===== src/rtl/pc_branch_pkg.sv =====
package pc_branch_pkg;

  typedef enum logic [2:0] {
    OP_NOP  = 3'd0,
    OP_MOV  = 3'd1,
    OP_ADD  = 3'd2,
    OP_SUB  = 3'd3,
    OP_CALL = 3'd4,
    OP_RET  = 3'd5,
    OP_DJNZ = 3'd6,
    OP_RSVD = 3'd7
  } brOp_t;

  typedef enum logic [2:0] {
    TGT_ABS  = 3'd0,
    TGT_ADD  = 3'd1,
    TGT_SUB  = 3'd2,
    TGT_REL  = 3'd3,
    TGT_LINK = 3'd4
  } tgtSel_t;

  // Strobes from control to datapath and squash logic.
  typedef struct packed {
    logic    take;
    logic    flush;
    logic    saveLink;
    tgtSel_t tgtSel;
  } brStrobe_t;

endpackage


===== src/rtl/pc_branch_ctrl.sv =====
module pc_branch_ctrl
  import pc_branch_pkg::*;
#(
  parameter int unsigned REG_W      = 9,
  parameter int unsigned CNT_W      = 16,
  parameter int unsigned FLUSH_ADDR = 'h1F0,
  parameter int unsigned DELAY_ADDR = 'h1F1
) (
  input  logic             cmtValid,
  input  logic [2:0]       cmtOp,
  input  logic [REG_W-1:0] cmtDest,
  input  logic [CNT_W-1:0] cmtCount,
  output brStrobe_t        strb
);

  localparam logic [REG_W-1:0] FlushAddr = REG_W'(FLUSH_ADDR);
  localparam logic [REG_W-1:0] DelayAddr = REG_W'(DELAY_ADDR);

  logic isFlushDest;
  logic isPcDest;
  logic countLive;

  assign isFlushDest = (cmtDest == FlushAddr);
  assign isPcDest    = isFlushDest || (cmtDest == DelayAddr);
  // Branch unless the decrement lands on zero.
  assign countLive   = (cmtCount != CNT_W'(1));

  always_comb begin
    strb        = '0;
    strb.tgtSel = TGT_ABS;
    if (cmtValid) begin
      case (brOp_t'(cmtOp))
        OP_MOV: begin
          strb.take   = isPcDest;
          strb.flush  = isFlushDest;
          strb.tgtSel = TGT_ABS;
        end
        OP_ADD: begin
          strb.take   = isPcDest;
          strb.flush  = isFlushDest;
          strb.tgtSel = TGT_ADD;
        end
        OP_SUB: begin
          strb.take   = isPcDest;
          strb.flush  = isFlushDest;
          strb.tgtSel = TGT_SUB;
        end
        OP_CALL: begin
          strb.take     = 1'b1;
          strb.flush    = 1'b1;
          strb.saveLink = 1'b1;
          strb.tgtSel   = TGT_ABS;
        end
        OP_RET: begin
          strb.take   = 1'b1;
          strb.flush  = 1'b1;
          strb.tgtSel = TGT_LINK;
        end
        OP_DJNZ: begin
          strb.take   = countLive;
          strb.flush  = countLive;
          strb.tgtSel = TGT_REL;
        end
        default: ;
      endcase
    end
  end

endmodule


===== src/rtl/pc_branch_dpath.sv =====
module pc_branch_dpath
  import pc_branch_pkg::*;
#(
  parameter int unsigned NTASK = 4,
  parameter int unsigned PC_W  = 12,
  parameter int unsigned IMM_W = 9,
  localparam int unsigned TID_W = $clog2(NTASK)
) (
  input  logic                  clk,
  input  logic                  rstN,
  input  brStrobe_t             strb,
  input  logic [TID_W-1:0]      cmtTask,
  input  logic [IMM_W-1:0]      cmtImm,
  input  logic [PC_W-1:0]       cmtPc,
  input  logic                  fetchEn,
  input  logic [TID_W-1:0]      fetchTask,
  output logic [PC_W-1:0]       fetchPc,
  output logic [NTASK*PC_W-1:0] taskPcFlat,
  output logic [NTASK*PC_W-1:0] taskLinkFlat
);

  localparam int unsigned EXT_W = PC_W - IMM_W;

  logic [PC_W-1:0] pcQ   [NTASK];
  logic [PC_W-1:0] linkQ [NTASK];
  logic [PC_W-1:0] immZero;
  logic [PC_W-1:0] immSign;
  logic [PC_W-1:0] target;
  logic [PC_W-1:0] retAddr;

  assign immZero = {{EXT_W{1'b0}}, cmtImm};
  assign immSign = {{EXT_W{cmtImm[IMM_W-1]}}, cmtImm};
  assign retAddr = cmtPc + PC_W'(1);

  always_comb begin
    case (strb.tgtSel)
      TGT_ADD:  target = cmtPc + immZero;
      TGT_SUB:  target = cmtPc - immZero;
      TGT_REL:  target = cmtPc + immSign;
      TGT_LINK: target = linkQ[cmtTask];
      default:  target = immZero;
    endcase
  end

  assign fetchPc = pcQ[fetchTask];

  for (genvar t = 0; t < NTASK; t++) begin : g_task
    logic ownCommit;
    logic ownFetch;
    assign ownCommit = (cmtTask == TID_W'(t));
    assign ownFetch  = fetchEn && (fetchTask == TID_W'(t));

    // Redirect outranks the sequential step of the same task.
    always_ff @(posedge clk) begin
      if (!rstN) begin
        pcQ[t] <= '0;
      end else if (strb.take && ownCommit) begin
        pcQ[t] <= target;
      end else if (ownFetch) begin
        pcQ[t] <= pcQ[t] + PC_W'(1);
      end
    end

    always_ff @(posedge clk) begin
      if (!rstN) begin
        linkQ[t] <= '0;
      end else if (strb.saveLink && ownCommit) begin
        linkQ[t] <= retAddr;
      end
    end

    assign taskPcFlat[t*PC_W +: PC_W]   = pcQ[t];
    assign taskLinkFlat[t*PC_W +: PC_W] = linkQ[t];
  end

endmodule


===== src/rtl/pc_branch_squash.sv =====
module pc_branch_squash #(
  parameter int unsigned NSTAGE = 4,
  parameter int unsigned TID_W  = 2
) (
  input  logic                    flush,
  input  logic [TID_W-1:0]        cmtTask,
  input  logic [NSTAGE-1:0]       pipeValid,
  input  logic [NSTAGE*TID_W-1:0] pipeTask,
  output logic [NSTAGE-1:0]       squashMask
);

  for (genvar s = 0; s < NSTAGE; s++) begin : g_stage
    assign squashMask[s] = flush && pipeValid[s]
                           && (pipeTask[s*TID_W +: TID_W] == cmtTask);
  end

endmodule


===== src/rtl/pc_branch_unit.sv =====
module pc_branch_unit
  import pc_branch_pkg::*;
#(
  parameter int unsigned NTASK      = 4,
  parameter int unsigned NSTAGE     = 4,
  parameter int unsigned PC_W       = 12,
  parameter int unsigned IMM_W      = 9,
  parameter int unsigned REG_W      = 9,
  parameter int unsigned CNT_W      = 16,
  parameter int unsigned FLUSH_ADDR = 'h1F0,
  parameter int unsigned DELAY_ADDR = 'h1F1
) (
  input  logic                              clk,
  input  logic                              rstN,
  input  logic                              fetchEn,
  input  logic [$clog2(NTASK)-1:0]          fetchTask,
  output logic [PC_W-1:0]                   fetchPc,
  input  logic                              cmtValid,
  input  logic [$clog2(NTASK)-1:0]          cmtTask,
  input  logic [2:0]                        cmtOp,
  input  logic [REG_W-1:0]                  cmtDest,
  input  logic [IMM_W-1:0]                  cmtImm,
  input  logic [PC_W-1:0]                   cmtPc,
  input  logic [CNT_W-1:0]                  cmtCount,
  input  logic [NSTAGE-1:0]                 pipeValid,
  input  logic [NSTAGE*$clog2(NTASK)-1:0]   pipeTask,
  output logic [NSTAGE-1:0]                 squashMask,
  output logic                              redirect,
  output logic [NTASK*PC_W-1:0]             taskPc,
  output logic [NTASK*PC_W-1:0]             taskLink
);

  localparam int unsigned TID_W = $clog2(NTASK);

  brStrobe_t strb;

  pc_branch_ctrl #(
    .REG_W(REG_W), .CNT_W(CNT_W),
    .FLUSH_ADDR(FLUSH_ADDR), .DELAY_ADDR(DELAY_ADDR)
  ) u_ctrl (
    .cmtValid(cmtValid), .cmtOp(cmtOp), .cmtDest(cmtDest),
    .cmtCount(cmtCount), .strb(strb)
  );

  pc_branch_dpath #(
    .NTASK(NTASK), .PC_W(PC_W), .IMM_W(IMM_W)
  ) u_dpath (
    .clk(clk), .rstN(rstN), .strb(strb), .cmtTask(cmtTask),
    .cmtImm(cmtImm), .cmtPc(cmtPc), .fetchEn(fetchEn),
    .fetchTask(fetchTask), .fetchPc(fetchPc),
    .taskPcFlat(taskPc), .taskLinkFlat(taskLink)
  );

  pc_branch_squash #(
    .NSTAGE(NSTAGE), .TID_W(TID_W)
  ) u_squash (
    .flush(strb.flush), .cmtTask(cmtTask), .pipeValid(pipeValid),
    .pipeTask(pipeTask), .squashMask(squashMask)
  );

  assign redirect = strb.take;

endmodule


===== config.mk =====
export PLATFORM = sky130hd
export DESIGN_NAME = pc_branch_unit
export DESIGN_NICKNAME = d
export VERILOG_FILES = /design/src/rtl/pc_branch_pkg.sv /design/src/rtl/pc_branch_ctrl.sv /design/src/rtl/pc_branch_dpath.sv /design/src/rtl/pc_branch_squash.sv /design/src/rtl/pc_branch_unit.sv
export SDC_FILE = /design/constraint.sdc
export NUM_CORES = 1
export LEC_CHECK = 0
export BUFFER_PORTS_ARGS = -buffer_cell sky130_fd_sc_hd__buf_2
export CAP_MARGIN = 20
export CORE_UTILIZATION = 35
export DETAILED_ROUTE_END_ITERATION = 10
export SYNTH_ARGS = -nofsm -noshare
export SYNTH_HDL_FRONTEND = slang
export SYNTH_SLANG_ARGS = --single-unit

===== constraint.sdc =====
create_clock -name clk -period 4 [get_ports clk]
set_clock_uncertainty 0.1 [all_clocks]
set_input_delay 0 -clock clk [delete_from_list [all_inputs] [get_ports clk]]
set_output_delay 0 -clock clk [all_outputs]
set_load 0.01 [all_outputs]

Word level (Yosys, flattened, before mapping):

Memories as Yosys holds them, arrays and structs flattened.
Cells that the tools add are included.

* add/subtract/negate cells: 8
* $mul: 0
* div/mod/pow operators: 0
* order comparisons: 0
* eq/ne operators: 23
* shift-type cells: 0
* mux-type cells: 58
* bitwise gates (word level): 12
* reductions and logical operators: 25

Operators by type and width (count)
* 2-to-1 mux 12 bit: 12
* adder 12 x 1 -> 12 bit, second input constant: 5
* one-hot mux 12 bit (4 select lines): 1
* 2-to-1 mux 1 bit: 42
* logical AND 1 bit: 20
* == test 9 bit, second input constant: 2
* inequality test 16 x 1 -> 1 bit, second input constant: 1
* adder 12 bit: 1
* adder 12 x 9 -> 12 bit: 1
* == test 3 x 2 -> 1 bit, second input constant: 4
* == test 3 bit, second input constant: 4
* OR 1 bit: 12
* one-hot mux 3 bit (4 select lines): 1
* subtractor 12 x 9 -> 12 bit: 1
* == test 2 bit: 4
* == test 2 bit, second input constant: 4
* == test 3 x 1 -> 1 bit, second input constant: 2
* 2-to-1 mux 6 bit: 1
* one-hot mux 2 bit (3 select lines): 1
* == test 2 x 1 -> 1 bit, second input constant: 2
* zero test 2 bit: 2
* OR reduction 3 bit: 1
* OR reduction 2 bit: 1
* logical OR 1 bit: 1

* flip-flop bits (word level): 0
* bits in latches: 0
* RAM bits: 96
* memory bits (read-only): 0
* logic and storage cells: 128
* memories: 2

Memories
* u_dpath.linkQ: words 4, bits a word 12, read ports 5, clocked after Yosys merged registers in 0, wr ports 4, line pc_branch_dpath.sv:25 `logic [PC_W-1:0] linkQ [NTASK];`
* u_dpath.pcQ: words 4, bits a word 12, read ports 5, clocked after Yosys merged registers in 0, wr ports 4, line pc_branch_dpath.sv:24 `logic [PC_W-1:0] pcQ [NTASK];`

Logic depth before layout (Yosys ltp):

Gate-level depths: netlist of run 1.

* depth in word-level cells: 10
* mapped depth: 13
* gate-level depth less buffers: 12

Cells and area by module:

A second synthesis of run 1 with hierarchy kept.

* cells, all modules: 644
* area, all modules: 6553.8 µm²

By module, submodules not included
* pc_branch_dpath: times used 1, cells each 603, area each 6249.7 µm², sequential area each 2882.8 µm²
* pc_branch_ctrl: times used 1, cells each 25, area each 178.9 µm², sequential area each 0.0 µm²
* pc_branch_squash: times used 1, cells each 16, area each 125.1 µm², sequential area each 0.0 µm²

Least setup slack after synthesis of run 1:

OpenSTA, ideal clock, no wires.

* path type: input to register
* start point: input port cmtImm[2]
* end point: memory u_dpath.pcQ[2][11] (data pin)
* library setup time: 0.267 ns
* arrival: 2.591 ns
* setup slack: 1.043 ns
* stages on the path: 10
* path buffers: 0
* cells stage by stage: or4_4 -> or2_2 -> o31ai_1 -> xnor2_1 -> ha_1 -> and3_1 -> a311oi_1 -> or2b_1 -> a211oi_2 -> o22ai_1

RTL lines
* from (decl): line pc_branch_unit.sv:22 `input logic [IMM_W-1:0] cmtImm,`
* to (decl): line pc_branch_dpath.sv:24

==> results.md, run 1 <==
- Outcome: complete, no violations
- Unrepaired setup endpoints after global routing: false
- Global route overflow: 0
- Met2 usage: 35.13%
- Hold endpoint: u_dpath.linkQ[1][4]
- Met3 Use GR: 5.000%
- Asr flop ratio synth: 0%
- Worst-margin pin slew: 0.9828 ns
- Warnings from Yosys: 0
- Combinational fraction of design power: 19.6%
- Total Routing Usage GR: 22.61%
- Worst-Skew Late Latency: 0.36 ns
- Final-stage net count: 859
- Vias in the first global route: 5206
- Setup crit end kind: flop
- Max frequency: 0.3380 GHz
- Leak: 3.086 nW
- Final Cycle Share: 73.96%
- Worst R2R Start: u_dpath.linkQ[0][1]
- Pint: 1.944 mW
- Critical path type: in -> reg
- # diodes: 0
- Clock buffer depth: 2
- RR Endpoint: u_dpath.pcQ[2][1]
- Root Driver: clkbuf_16
- Sequential area share after synthesis: 45.14%
- Setup Buffers After CTS: 0
- Max_cap viols: 0
- TNS Setup: 0 ns
- NetSw: 0.7751 mW
- Die ar.: 0.01879 mm2
- Reg2reg path depth: 3
- H-tree levels: 3
- Syn Nets: 683
- Clock power frac: 34.9%
- FP Rows: 49
- Crit path required time: 4.00 ns
- Area growth syn-to-layout: 22.71%
- Final RePlAce weighted congestion: 0.8498
- Fill count: 1725
- Synthesized area per cell: 10.73 um2
- Commonest non-fill, non-tap cells in the layout: 181 x buf_2, 96 x edfxtp_1, 83 x nor2_1
- Max FO, Critical Path: 7
- Routed vias: 5565
- Minimum clock period: 2.958 ns
- Fraction of layout cells with a size suffix above 1: 31.61%
- Worst slack at placement: 0.6656 ns
- DR DRC count: 0
- DR vias/cell: 5.543
- Hold_sp: cmtPc[4]
- Routed WL per cell: 20.63 um
- Post-detail-place hpwl: 15650 um
- Final WS setup: 1.042 ns
- Mapped Area: 0.006386 mm2
- Worst Hold Depth: 3
- CTS Buf Count: 9
- Power Dens Cells: 347.0 mW/mm2
- Initial Util: 35.67%
- Cells after Synth: 595
- Design area: 0.007836 mm2
- Io pins: 182
- Buffers on Ports: 181
- Placed Area: 0.007508 mm2
- Clock sinks: 96
- Seq pwr share: 45.5%
- Antenna-violating nets left: 0
- Switching Share: 28.51%
- Clock Pin Slew Worst Setup and Hold Paths: 0.08 ns
- Initial antenna violation count: 1
- DR iter-0 viols: 441
- Data arrival time of the worst path: 2.95 ns
- Hold Crit Class: in -> reg
- First drt pass iteration count: 5
- Hold Slack: 0.04284 ns
- Die X: 137.1 um
- Relative slew slack: 34.48%
- CTS tree: built
- GRT met1 Usage: 31.47%
- Final hold violation count: 0
- Die Ht: 137.1 um
- Peak supply drop: 0.0002382 V
- Main synth FF type: edfxtp_1
- Core area: 0.01790 mm2
- Seq cells post-synth: 96
- Commonest non-fill, non-tap cell in the layout: buf_2
- GRT Max-Usage Layer: met2
- Post-synth EDFFs: 96
- Reg2reg setup slack: 1.69 ns
- First-pass GRT wire length: 30910 um
- Largest net degree at the start of global routing: 27
- Routed WL: 20710 um
- Startpoint Class: input port
- Setup violators final: 0
- Yosys cell types: 59
- Max Slew Vio Count: 0
-- synth_stat cells (all sizes together), types with 2 or more instances --
| cell type | n | area, um2 |
|---|---|---|
| o21ai | 10 | 50.05 |
| or2 | 3 | 18.77 |
| clkbuf | 17 | 83.83 |
| and2 | 2 | 13.77 |
| a21o | 7 | 53.80 |
| o31ai | 5 | 42.54 |
| nor3 | 6 | 30.03 |
| a211oi | 3 | 32.53 |
| nand3b | 3 | 22.52 |
| inv | 20 | 75.07 |
| nand4 | 13 | 81.33 |
| mux4 | 24 | 540.5 |
| and3 | 12 | 75.07 |
| o2bb2ai | 8 | 70.07 |
| nor2 | 83 | 311.6 |
| a21oi | 16 | 80.08 |
| nand3 | 34 | 175.2 |
| ha | 18 | 225.2 |
| edfxtp | 96 | 2883 |
| and4 | 3 | 26.28 |
| or3 | 5 | 31.28 |
| buf | 10 | 61.30 |
| nor4 | 5 | 31.28 |
| a31oi | 2 | 12.51 |
| a221oi | 3 | 26.28 |
| xor2 | 32 | 280.3 |
| nor2b | 4 | 25.02 |
| o21a | 4 | 30.03 |
| nand4b | 2 | 17.52 |
| xnor2 | 40 | 350.3 |
| o22ai | 40 | 250.2 |
| a22o | 5 | 43.79 |
| nand2 | 42 | 157.7 |
| and4b | 2 | 21.27 |
-- cell type report --
class / count / area (um2) / area share (%)
Clock inverter: 6 / 92.59 / 1.182
Timing Repair Buffer: 193 / 998.5 / 12.74
Inverter: 20 / 75.07 / 0.9580
Tap cell: 229 / 286.5 / 3.656
Clock buffer: 9 / 225.2 / 2.874
Multi-Input combinational cell: 451 / 3276 / 41.80
Sequential cell: 96 / 2883 / 36.79
-- how the worst max path moves through the flow --
| stage | startpoint | endpoint | slack [ns] | depth (start not counted) |
|---|---|---|---|---|
| after detailed placement | cmtImm[2] | u_dpath.pcQ[3][11] | 0.67 | 11 |
| after global routing | cmtImm[2] | u_dpath.pcQ[3][11] | 0.75 | 11 |
| after global placement | cmtImm[2] | u_dpath.pcQ[3][11] | 0.69 | 11 |
| after CTS | cmtImm[2] | u_dpath.pcQ[3][11] | 1.04 | 11 |
| final | cmtImm[2] | u_dpath.pcQ[3][11] | 1.04 | 11 |
| after floorplan | cmtImm[2] | u_dpath.pcQ[2][11] | 1.04 | 10 |
-- flip-flops by register name, summed over array words and instances, names as in the netlist --
register / count
u_dpath.linkQ: 48
u_dpath.pcQ: 48
-- worst max-delay path, cell delays in order --
cell      delay, ns
buf_2          0.14
or4_4          0.55
or2_2          0.30
o31ai_1        0.24
xnor2_1        0.15
ha_1           0.31
and3_1         0.24
a311oi_1       0.28
or2b_1         0.27
a211oi_2       0.34
o22ai_1        0.14
-- cell families after synthesis --
family                   count (synthesis)  synth area share (%)
AO/OA/AOI/OAI                          111                 11.93
XOR/XNOR                                72                 9.875
adder cells (fa/ha/maj)                 19                 3.840
buffers and inverters                   48                 3.644
flip-flops                              96                 45.14
multiplexers                            25                 8.621
AND/OR/NAND/NOR                        224                 16.95
-- repair_timing --
item	in CTS	in global routing
endpoints found under the hold margin	4	0
gates resized for setup	0	0
hold buffers	1	0
-- per-stage QoR --
stage | instances | utilization, % | power (mW)
floorplan | 595 | - | 1.553
global placement | 988 | 41.94 | 1.787
detailed placement | 988 | 41.94 | 1.789
CTS | 1004 | 43.77 | 2.733
global route | 1004 | 43.77 | 2.830
finish | 1004 | 43.77 | 2.719
-- power by group through the flow --
stage                     logic [mW]  clock network, mW  registers, mW
after floorplan                0.289                  0           1.26
after CTS                      0.533              0.962           1.24
final                          0.533              0.948           1.24
after detailed placement       0.530                  0           1.26
after global routing           0.585               1.00           1.24
after global placement         0.528                  0           1.26
-- routing by layer --
| metal | wire length [um] | vias to the layer above |
|---|---|---|
| li1 | - | 2596 |
| met1 | 9100 | 2680 |
| met2 | 9499 | 265 |
| met3 | 1767 | 22 |
| met4 | 326 | 2 |
| met5 | 13 | - |
No activity file was read; power rests on OpenSTA's default activity.
==> run 2: changes to the inputs <==
Clock period 4 ns to 2.85 ns, I/O delays scaled along.
==> results.md, run 2 (same netlist as run 1, synthesis figures left out) <==
- Fraction of layout cells with a size suffix above 1: 34.98% (+3.4 points)
- Crit path required time: 2.84 ns (-1.16 ns)
- Power Dens Cells: 470.1 mW/mm2 (+35%)
- Root Driver: clkbuf_16
- Final RePlAce weighted congestion: 0.8726 (+2.7%)
- Setup crit end kind: flop
- Max FO, Critical Path: 4 (-3)
- Fill count: 1756 (+1.8%)
- Multi-input gate area: 0.003319 mm2 (+1.3%)
- Combinational fraction of design power: 21.3% (+1.7 points)
- Placed Cells: 1022 (+3.4%)
- Post-detail-place hpwl: 15780 um (+0.81%)
- DR iter-0 viols: 522 (+18%)
- GRT Max-Usage Layer: met2
- Final-stage net count: 893 (+4.0%)
- Reg2reg path depth: 5 (+2)
- Initial Util: 35.67% (unchanged)
- Peak supply drop: 0.0003322 V (+39%)
- Vias in the first global route: 5421 (+4.1%)
- Die Ht: 137.1 um (unchanged)
- Initial antenna violation count: 0 (-1)
- H-tree levels: 3 (unchanged)
- Global route overflow: 0 (unchanged)
- Final Cycle Share: 94.66%
- Outcome: complete, no violations
- Core area: 0.01790 mm2 (unchanged)
- Biggest regs: u_dpath.linkQ (48), u_dpath.pcQ (48)
- Unrepaired setup endpoints after global routing: false
- Die X: 137.1 um (unchanged)
- Largest net degree at the start of global routing: 27 (unchanged)
- Max frequency: 0.3707 GHz
- Data arrival time of the worst path: 2.69 ns (-0.26 ns)
- Routed WL: 21210 um (+2.4%)
- Switching Share: 29.43% (+0.93 points)
- Relative slew slack: 50.19% (+16 points)
- Final core utilization: 45.32% (+1.5 points)
- Antenna-violating nets left: 0 (unchanged)
- Clock sinks: 96 (unchanged)
- GRT met1 Usage: 32.26% (+0.80 points)
- Worst-Skew Late Latency: 0.36 ns (about the same)
- Buffers on Ports: 181 (unchanged)
- Met3 Use GR: 4.926% (-0.074 points)
- Startpoint Class: input port
- Clock power frac: 33.1% (-1.8 points)
- Clock Pin Slew Worst Setup and Hold Paths: 0.07 ns (about the same)
- CTS Buf Count: 9 (unchanged)
- Hold Crit Class: in -> reg
- First drt pass iteration count: 5 (unchanged)
- Post-Layout Cell Count: 1038 (+3.4%)
- # diodes: 0 (unchanged)
- Routed WL per cell: 20.43 um (-0.94%)
- Clock buffer depth: 2 (unchanged)
- Max_cap viols: 0 (unchanged)
- Seq pwr share: 45.6% (about the same)
- First-pass GRT wire length: 31280 um (+1.2%)
- Met2 usage: 34.29% (-0.84 points)
- Pint: 2.691 mW (+38%)
- Worst Hold Depth: 3 (unchanged)
- Worst R2R Start: u_dpath.linkQ[3][8]
- Commonest non-fill, non-tap cells in the layout: 181 x buf_2, 96 x edfxtp_1, 83 x nor2_1
- Total Routing Usage GR: 22.78% (+0.17 points)
- Leak: 3.240 nW (+5.0%)
- FP Rows: 49 (unchanged)
- Max Slew Vio Count: 0 (unchanged)
- Hold Slack: 0.03925 ns (-0.003590 ns)
- CTS tree: built
- Final hold violation count: 0 (unchanged)
- RR Endpoint: u_dpath.pcQ[1][8]
- Setup crit end: u_dpath.pcQ[0][11]
- Die ar.: 0.01879 mm2 (unchanged)
- Worst-margin pin slew: 0.7472 ns (-0.2356 ns)
- DR vias/cell: 5.639 (+1.7%)
- Critical path type: in -> reg
- Sequential Area: 0.002883 mm2 (unchanged)
- Setup violators final: 0 (unchanged)
- DR DRC count: 0 (unchanged)
- Crit path launch: cmtImm[3]
- Commonest non-fill, non-tap cell in the layout: buf_2
- Routed vias: 5853 (+5.2%)
- Area growth syn-to-layout: 27.04%
- Io pins: 182 (unchanged)
- NetSw: 1.122 mW (+45%)
- Reg2reg setup slack: 0.90 ns (-0.79 ns)
- Tot Pwr: 3.814 mW (+40%)
- Minimum clock period: 2.698 ns
- Hold_sp: cmtPc[4]
==> run 2: through the flow <==
step | setup TNS, ns | cell area (um2) | setup WS (ns)
after floorplan | -0.1009 | 6414 | -0.03789
after global placement | -1.899 | 7791 | -0.2204
after detailed placement | -2.472 | 7791 | -0.2619
after CTS | 0 | 8097 | 0.1096
after global routing | 0 | 8113 | 0.003504
final | 0 | 8113 | 0.1523
==> run 2: timing repair <==
action,4_1_cts,5_1_grt
endpoints found under the hold margin,4,0
gates resized for setup,0,2
hold buffers,1,0
endpoints found under the setup margin,0,4
setup buffers,0,0
==> run 2: cell type report <==
| type | count | share of cell area, % |
|---|---|---|
| Multi-Input combinational cell | 451 | 40.92 |
| Sequential cell | 96 | 35.53 |
| Timing Repair Buffer | 227 | 15.45 |
| Tap cell | 229 | 3.532 |
| Clock buffer | 10 | 2.822 |
| Inverter | 20 | 0.9254 |
| Clock inverter | 5 | 0.8174 |
==> run 2: power groups by stage <==
stage / Clock, mW / Sequential, mW / Combinational [mW]
after detailed placement: 0 / 1.77 / 0.799
after CTS: 1.27 / 1.74 / 0.805
after floorplan: 0 / 1.78 / 0.409
final: 1.26 / 1.74 / 0.814
after global placement: 0 / 1.77 / 0.792
after global routing: 1.33 / 1.75 / 0.885
==> run 2: how the worst min path moves through the flow <==
stage,to,slack (ns)
6_report,u_dpath.linkQ[1][4],0.04
3_3_place_gp,squashMask[1],0.21
2_1_floorplan,squashMask[0],0.002
4_1_cts,u_dpath.linkQ[1][9],0.005
3_5_place_dp,squashMask[1],0.21
5_1_grt,u_dpath.linkQ[1][11],0.04
==> run 2: per-layer routing <==
| metal | up-vias | part of all wire [%] |
|---|---|---|
| li1 | 2668 | - |
| met1 | 2872 | 45 |
| met4 | 0 | 2.1 |
| met5 | - | 0 |
| met2 | 286 | 44 |
| met3 | 27 | 8.6 |
==> run 2: worst max-delay path: stages <==
cell and delay (ns):
buf_2 0.13, or4_4 0.53, or2_4 0.26, o31ai_4 0.22
xnor2_1 0.14, ha_1 0.26, and3_4 0.16, a311oi_2 0.26
or2b_1 0.26, a211oi_2 0.21, buf_4 0.16, o22ai_1 0.08
